### src/rtl/cla_pkg.sv
package cla_pkg;
  localparam int GRP_BITS = 4;

  typedef struct packed {
    logic gen;
    logic prop;
  } bit_pg_t;
endpackage

### src/rtl/cla_pg_bit.sv
module cla_pg_bit
  import cla_pkg::*;
(
  input  logic    x,
  input  logic    y,
  output bit_pg_t pg
);
  assign pg.gen  = x & y;
  assign pg.prop = x | y;
endmodule

### src/rtl/cla_group.sv
module cla_group
  import cla_pkg::*;
(
  input  bit_pg_t [GRP_BITS-1:0] pg,
  input  logic                   c_in,
  output logic    [GRP_BITS-1:0] s,
  output logic                   g_grp,
  output logic                   p_grp
);
  logic [GRP_BITS-1:0] g, p, c;

  always_comb begin
    for (int i = 0; i < GRP_BITS; i++) begin
      g[i] = pg[i].gen;
      p[i] = pg[i].prop;
    end
  end

  // Flat two-level carries: none uses another internal carry
  assign c[0] = c_in;
  assign c[1] = g[0] | (p[0] & c_in);
  assign c[2] = g[1] | (p[1] & g[0]) | (p[1] & p[0] & c_in);
  assign c[3] = g[2] | (p[2] & g[1]) | (p[2] & p[1] & g[0])
              | (p[2] & p[1] & p[0] & c_in);

  assign g_grp = g[3] | (p[3] & g[2]) | (p[3] & p[2] & g[1])
               | (p[3] & p[2] & p[1] & g[0]);
  assign p_grp = &p;

  // With inclusive-OR propagate, P ^ G restores the half-sum
  assign s = c ^ p ^ g;
endmodule

### src/rtl/cla_adder.sv
module cla_adder
  import cla_pkg::*;
#(
  parameter int WIDTH = 16
) (
  input  logic                       clk,
  input  logic                       rst,
  input  logic [WIDTH-1:0]           a,
  input  logic [WIDTH-1:0]           b,
  input  logic                       cin,
  output logic [WIDTH-1:0]           sum,
  output logic                       cout,
  output logic [WIDTH/GRP_BITS-1:0]  grp_gen,
  output logic [WIDTH/GRP_BITS-1:0]  grp_prop
);
  localparam int NGRP = WIDTH / GRP_BITS;

  if (WIDTH % GRP_BITS != 0 || WIDTH < GRP_BITS) begin : g_bad_width
    $error("cla_adder: WIDTH must be a positive multiple of 4");
  end

  bit_pg_t [WIDTH-1:0] pg;
  logic    [WIDTH-1:0] s_c;
  logic    [NGRP:0]    gc;
  logic    [NGRP-1:0]  gg_c, gp_c;

  for (genvar i = 0; i < WIDTH; i++) begin : g_bit
    cla_pg_bit u_pg (.x(a[i]), .y(b[i]), .pg(pg[i]));
  end

  assign gc[0] = cin;

  for (genvar k = 0; k < NGRP; k++) begin : g_grp
    cla_group u_grp (
      .pg   (pg[k*GRP_BITS +: GRP_BITS]),
      .c_in (gc[k]),
      .s    (s_c[k*GRP_BITS +: GRP_BITS]),
      .g_grp(gg_c[k]),
      .p_grp(gp_c[k])
    );
    assign gc[k+1] = gg_c[k] | (gp_c[k] & gc[k]);
  end

  always_ff @(posedge clk) begin
    if (rst) begin
      sum      <= '0;
      cout     <= 1'b0;
      grp_gen  <= '0;
      grp_prop <= '0;
    end else begin
      sum      <= s_c;
      cout     <= gc[NGRP];
      grp_gen  <= gg_c;
      grp_prop <= gp_c;
    end
  end

  assert_reset_clears_R1: assert property (@(posedge clk)
    rst |=> (sum == '0 && cout == 1'b0 && grp_gen == '0 && grp_prop == '0));

  assert_sum_matches_R2: assert property (@(posedge clk) disable iff (rst)
    !rst |=> ({cout, sum} == ({1'b0, $past(a)} + {1'b0, $past(b)}
                               + {{WIDTH{1'b0}}, $past(cin)})));

  for (genvar k = 0; k < NGRP; k++) begin : g_chk
    assert_group_gen_R5: assert property (@(posedge clk) disable iff (rst)
      !rst |=> (grp_gen[k] == (({1'b0, $past(a[k*GRP_BITS +: GRP_BITS])}
                               + {1'b0, $past(b[k*GRP_BITS +: GRP_BITS])}) >= 5'd16)));

    // propagate without generate means the slices are complementary
    assert_group_prop_R6: assert property (@(posedge clk) disable iff (rst)
      (!rst ##1 (grp_prop[k] && !grp_gen[k])) |->
        (($past(a[k*GRP_BITS +: GRP_BITS]) + $past(b[k*GRP_BITS +: GRP_BITS])) == 4'hF));
  end
endmodule

### config.mk
export PLATFORM = sky130hd
export DESIGN_NAME = cla_adder
export DESIGN_NICKNAME = d
export VERILOG_FILES = /design/src/rtl/cla_pkg.sv /design/src/rtl/cla_pg_bit.sv /design/src/rtl/cla_group.sv /design/src/rtl/cla_adder.sv
export SDC_FILE = /design/constraint.sdc
export NUM_CORES = 1
export LEC_CHECK = 0
export BUFFER_PORTS_ARGS = -buffer_cell sky130_fd_sc_hd__clkbuf_2
export CAP_MARGIN = 10
export CORE_MARGIN = 2
export CORE_UTILIZATION = 25
export CTS_BUF_LIST = sky130_fd_sc_hd__clkbuf_4
export DETAILED_ROUTE_END_ITERATION = 10
export SYNTH_ARGS = -nofsm -noshare
export SYNTH_HDL_FRONTEND = slang
export SYNTH_SLANG_ARGS = --single-unit
### constraint.sdc
create_clock -name clk -period 1.6 [get_ports clk]
set_clock_uncertainty 0.05 [all_clocks]
set_input_delay 0 -clock clk [delete_from_list [all_inputs] [get_ports clk]]
set_output_delay 0 -clock clk [all_outputs]
set_load 0.01 [all_outputs]
==> results.sh <==
export IMPL_n_antenna_cell=0
export IMPL_ir_drop_uv=241.9
export IMPL_leakage_nw=1.018
export IMPL_synth_nets=197
export IMPL_fin_cells=332
export IMPL_synth_area_um2=1389
export IMPL_setup_viol=0
export IMPL_netSwitchingPower_mw=0.4826
export IMPL_synthMostInstantiatedCell="dfxtp_1"
export IMPL_start_util=0.2553
export IMPL_fin_ws_ps=132.3
export IMPL_place_ws_ps=-232.9
export IMPL_htree_num_levels=1
export IMPL_grt_antenna_before_repair=0
export IMPL_drcViolationCount=0
export IMPL_critPathKind="input port to flop"
export IMPL_fmax_ghz=0.6813
export IMPL_synth_area_leaders="dfxtp_1, xnor2_1, nor2_1"
export IMPL_rows=27
export IMPL_synth_avg_cell_area_um2=8.790
export IMPL_die_h_um=78.54
export IMPL_drt_initial_drc_count=22
export IMPL_post_cts_resized=0
export IMPL_pin_count=60
export IMPL_n_fill_cell=579
export IMPL_die_x_um=78.54
export IMPL_p_comb_frac=0.354
export IMPL_synth_top_area_share=0.3604
export IMPL_hold_path_class="input port to flop"
export IMPL_grt_ovfl_total=0
export IMPL_cts_tree="built"
export IMPL_fin_crit_ps=1468
export IMPL_clk_pin_slew_worst_paths_ps=140
export IMPL_grt_setup_unrepaired="false"
export IMPL_cts_setup_buffers=0
export IMPL_clock_root_buffer="clkbuf_4"
export IMPL_worstPathCellList="clkbuf_2 > maj3_2 > o211a_4 > o21ai_4 > nand2_1 > buf_4 > inv_1 > fa_1 > nor2_1"
export IMPL_track_usage=0.1155
export IMPL_placed_cells=320
export IMPL_postCtsHoldBufs=8
export IMPL_p_int_mw=1.094
export IMPL_cts_buffers=3
export IMPL_dp_hpwl_um=2993
export IMPL_pwr_share_clk=0.196
export IMPL_cp_slowest_cell="fa_1"
export IMPL_grt_pass1_wl_um=5768
export IMPL_area_growth_syn_to_layout_pct=53.24
export IMPL_async_flop_share=0
export IMPL_numClockSinks=25
export IMPL_synth_ff_type="dfxtp_1"
export IMPL_synth_common_cells="dfxtp_1, nor2_1, xnor2_1, nand2_1"
export IMPL_relSlewSlack=0.7476
export IMPL_grt_pass1_vias=1357
export IMPL_dieArea_um2=6168
export IMPL_synth_edf_count=0
export IMPL_nets=300
export IMPL_fin_crit_sh=0.9173
export IMPL_vias=1436
export IMPL_tns_ps=0
export IMPL_viasPerCell=4.325
export IMPL_max_stage_delay_ps=410
export IMPL_clockBufferDepth=2
export IMPL_synth_seq_cells=25
export IMPL_slew_viol_final=0
export IMPL_ant_nets=0
export IMPL_wirelength_um=3506
export IMPL_worst_pin_slew_ps=373.9
export IMPL_ys_seq_area_frac=0.3604
export IMPL_pwr_share_seq=0.450
export IMPL_ys_types=39
export IMPL_finalHoldViolations=0
export IMPL_status="finished, final reports clean"
export IMPL_power_density_nw_per_um2=741.0
export IMPL_worstPathRequired_ps=1810
export IMPL_place_congestion=0.7671
export IMPL_io_buffers=59
export IMPL_grt_max_degree=15
export IMPL_cap_violations=0
export IMPL_drive_above_1_share=0.3962
export IMPL_p_sw_frac=0.3060
export IMPL_ys_warn_count=0
export IMPL_dr_pass1_iters=4
export IMPL_yosys_area_top_type="dfxtp_1"
export IMPL_start_kind="input port"
export IMPL_core_um2=5439
export IMPL_power_mw=1.577
export IMPL_crit_family="adder cells"
export IMPL_avgRoutedWirePerCell_um=10.56
export IMPL_cp_max_fo=2
export IMPL_crit_arrival_ps=1680
export IMPL_synth_cells=158
export IMPL_cp_end_kind="flop"
export IMPL_worst_path_buf_inv=3
-- per-layer routing --
layer / share of wire / vias up / global-route usage
met5: 0 / - / 0
met4: 0.0083 / 0 / 0.03158
met3: 0.060 / 2 / 0.02414
met2: 0.49 / 33 / 0.2051
met1: 0.44 / 644 / 0.1404
li1: - / 757 / -
-- layout make-up --
| type | count | area (um2) | share of cell area |
|---|---|---|---|
| clock buffer | 4 | 30.03 | 0.01411 |
| timing repair buffer | 100 | 623.1 | 0.2928 |
| tap | 72 | 90.09 | 0.04233 |
| inverter | 9 | 33.78 | 0.01587 |
| sequential | 25 | 500.5 | 0.2352 |
| multi-input combinational | 122 | 850.8 | 0.3998 |
-- power groups by stage --
stage	Combinational (mW)	Clock, mW	Sequential, mW
after floorplan	0.244	0	0.759
after global placement	0.541	0	0.724
after detailed placement	0.551	0	0.725
after CTS	0.567	0.324	0.711
after global routing	0.623	0.343	0.715
final	0.559	0.309	0.710
-- sequential cells by signal (all words and copies together), names as in the netlist --
signal	cells
grp_prop	4
sum	16
cout	1
grp_gen	4
-- placed cells by master (no fill, tap or decap), types with 5 or more instances in the layout --
cell type and n:
a21oi_1 8, and2_1 9, buf_4 33, clkbuf_2 59, dfxtp_1 25, dlygate4sd3_1 8, inv_1 9, nand2_1 10
nor2_1 23, o21ai_0 6, xnor2_1 11, xor2_1 5
-- stage by stage --
stage,hold slack [ps],util,cell area (um2)
5_1_grt,12.00,0.3913,2128
4_1_cts,8.469,0.3913,2128
3_5_place_dp,255.2,0.3711,2018
3_3_place_gp,232.5,0.3711,2018
2_1_floorplan,27.78,-,1393
6_report,14.73,0.3913,2128
-- path summary, 6_finish.rpt --
kind / from / to / slack (ps) / cells after the start
setup / recovery: cin / sum[8]$_SDFF_PP0_ / 130 / 9
hold / removal: b[14] / sum[14]$_SDFF_PP0_ / 10 / 4
-- logic make-up after synthesis --
logic type | share of synthesized area
flip-flops | 0.3604
buffers and inverters | 0.02973
adder cells (fa/ha/maj) | 0.1027
XOR/XNOR | 0.1009
AO/OA/AOI/OAI | 0.2171
multiplexers | 0.007207
AND/OR/NAND/NOR | 0.1820
Note: power is estimated with default switching activity, not from simulation.
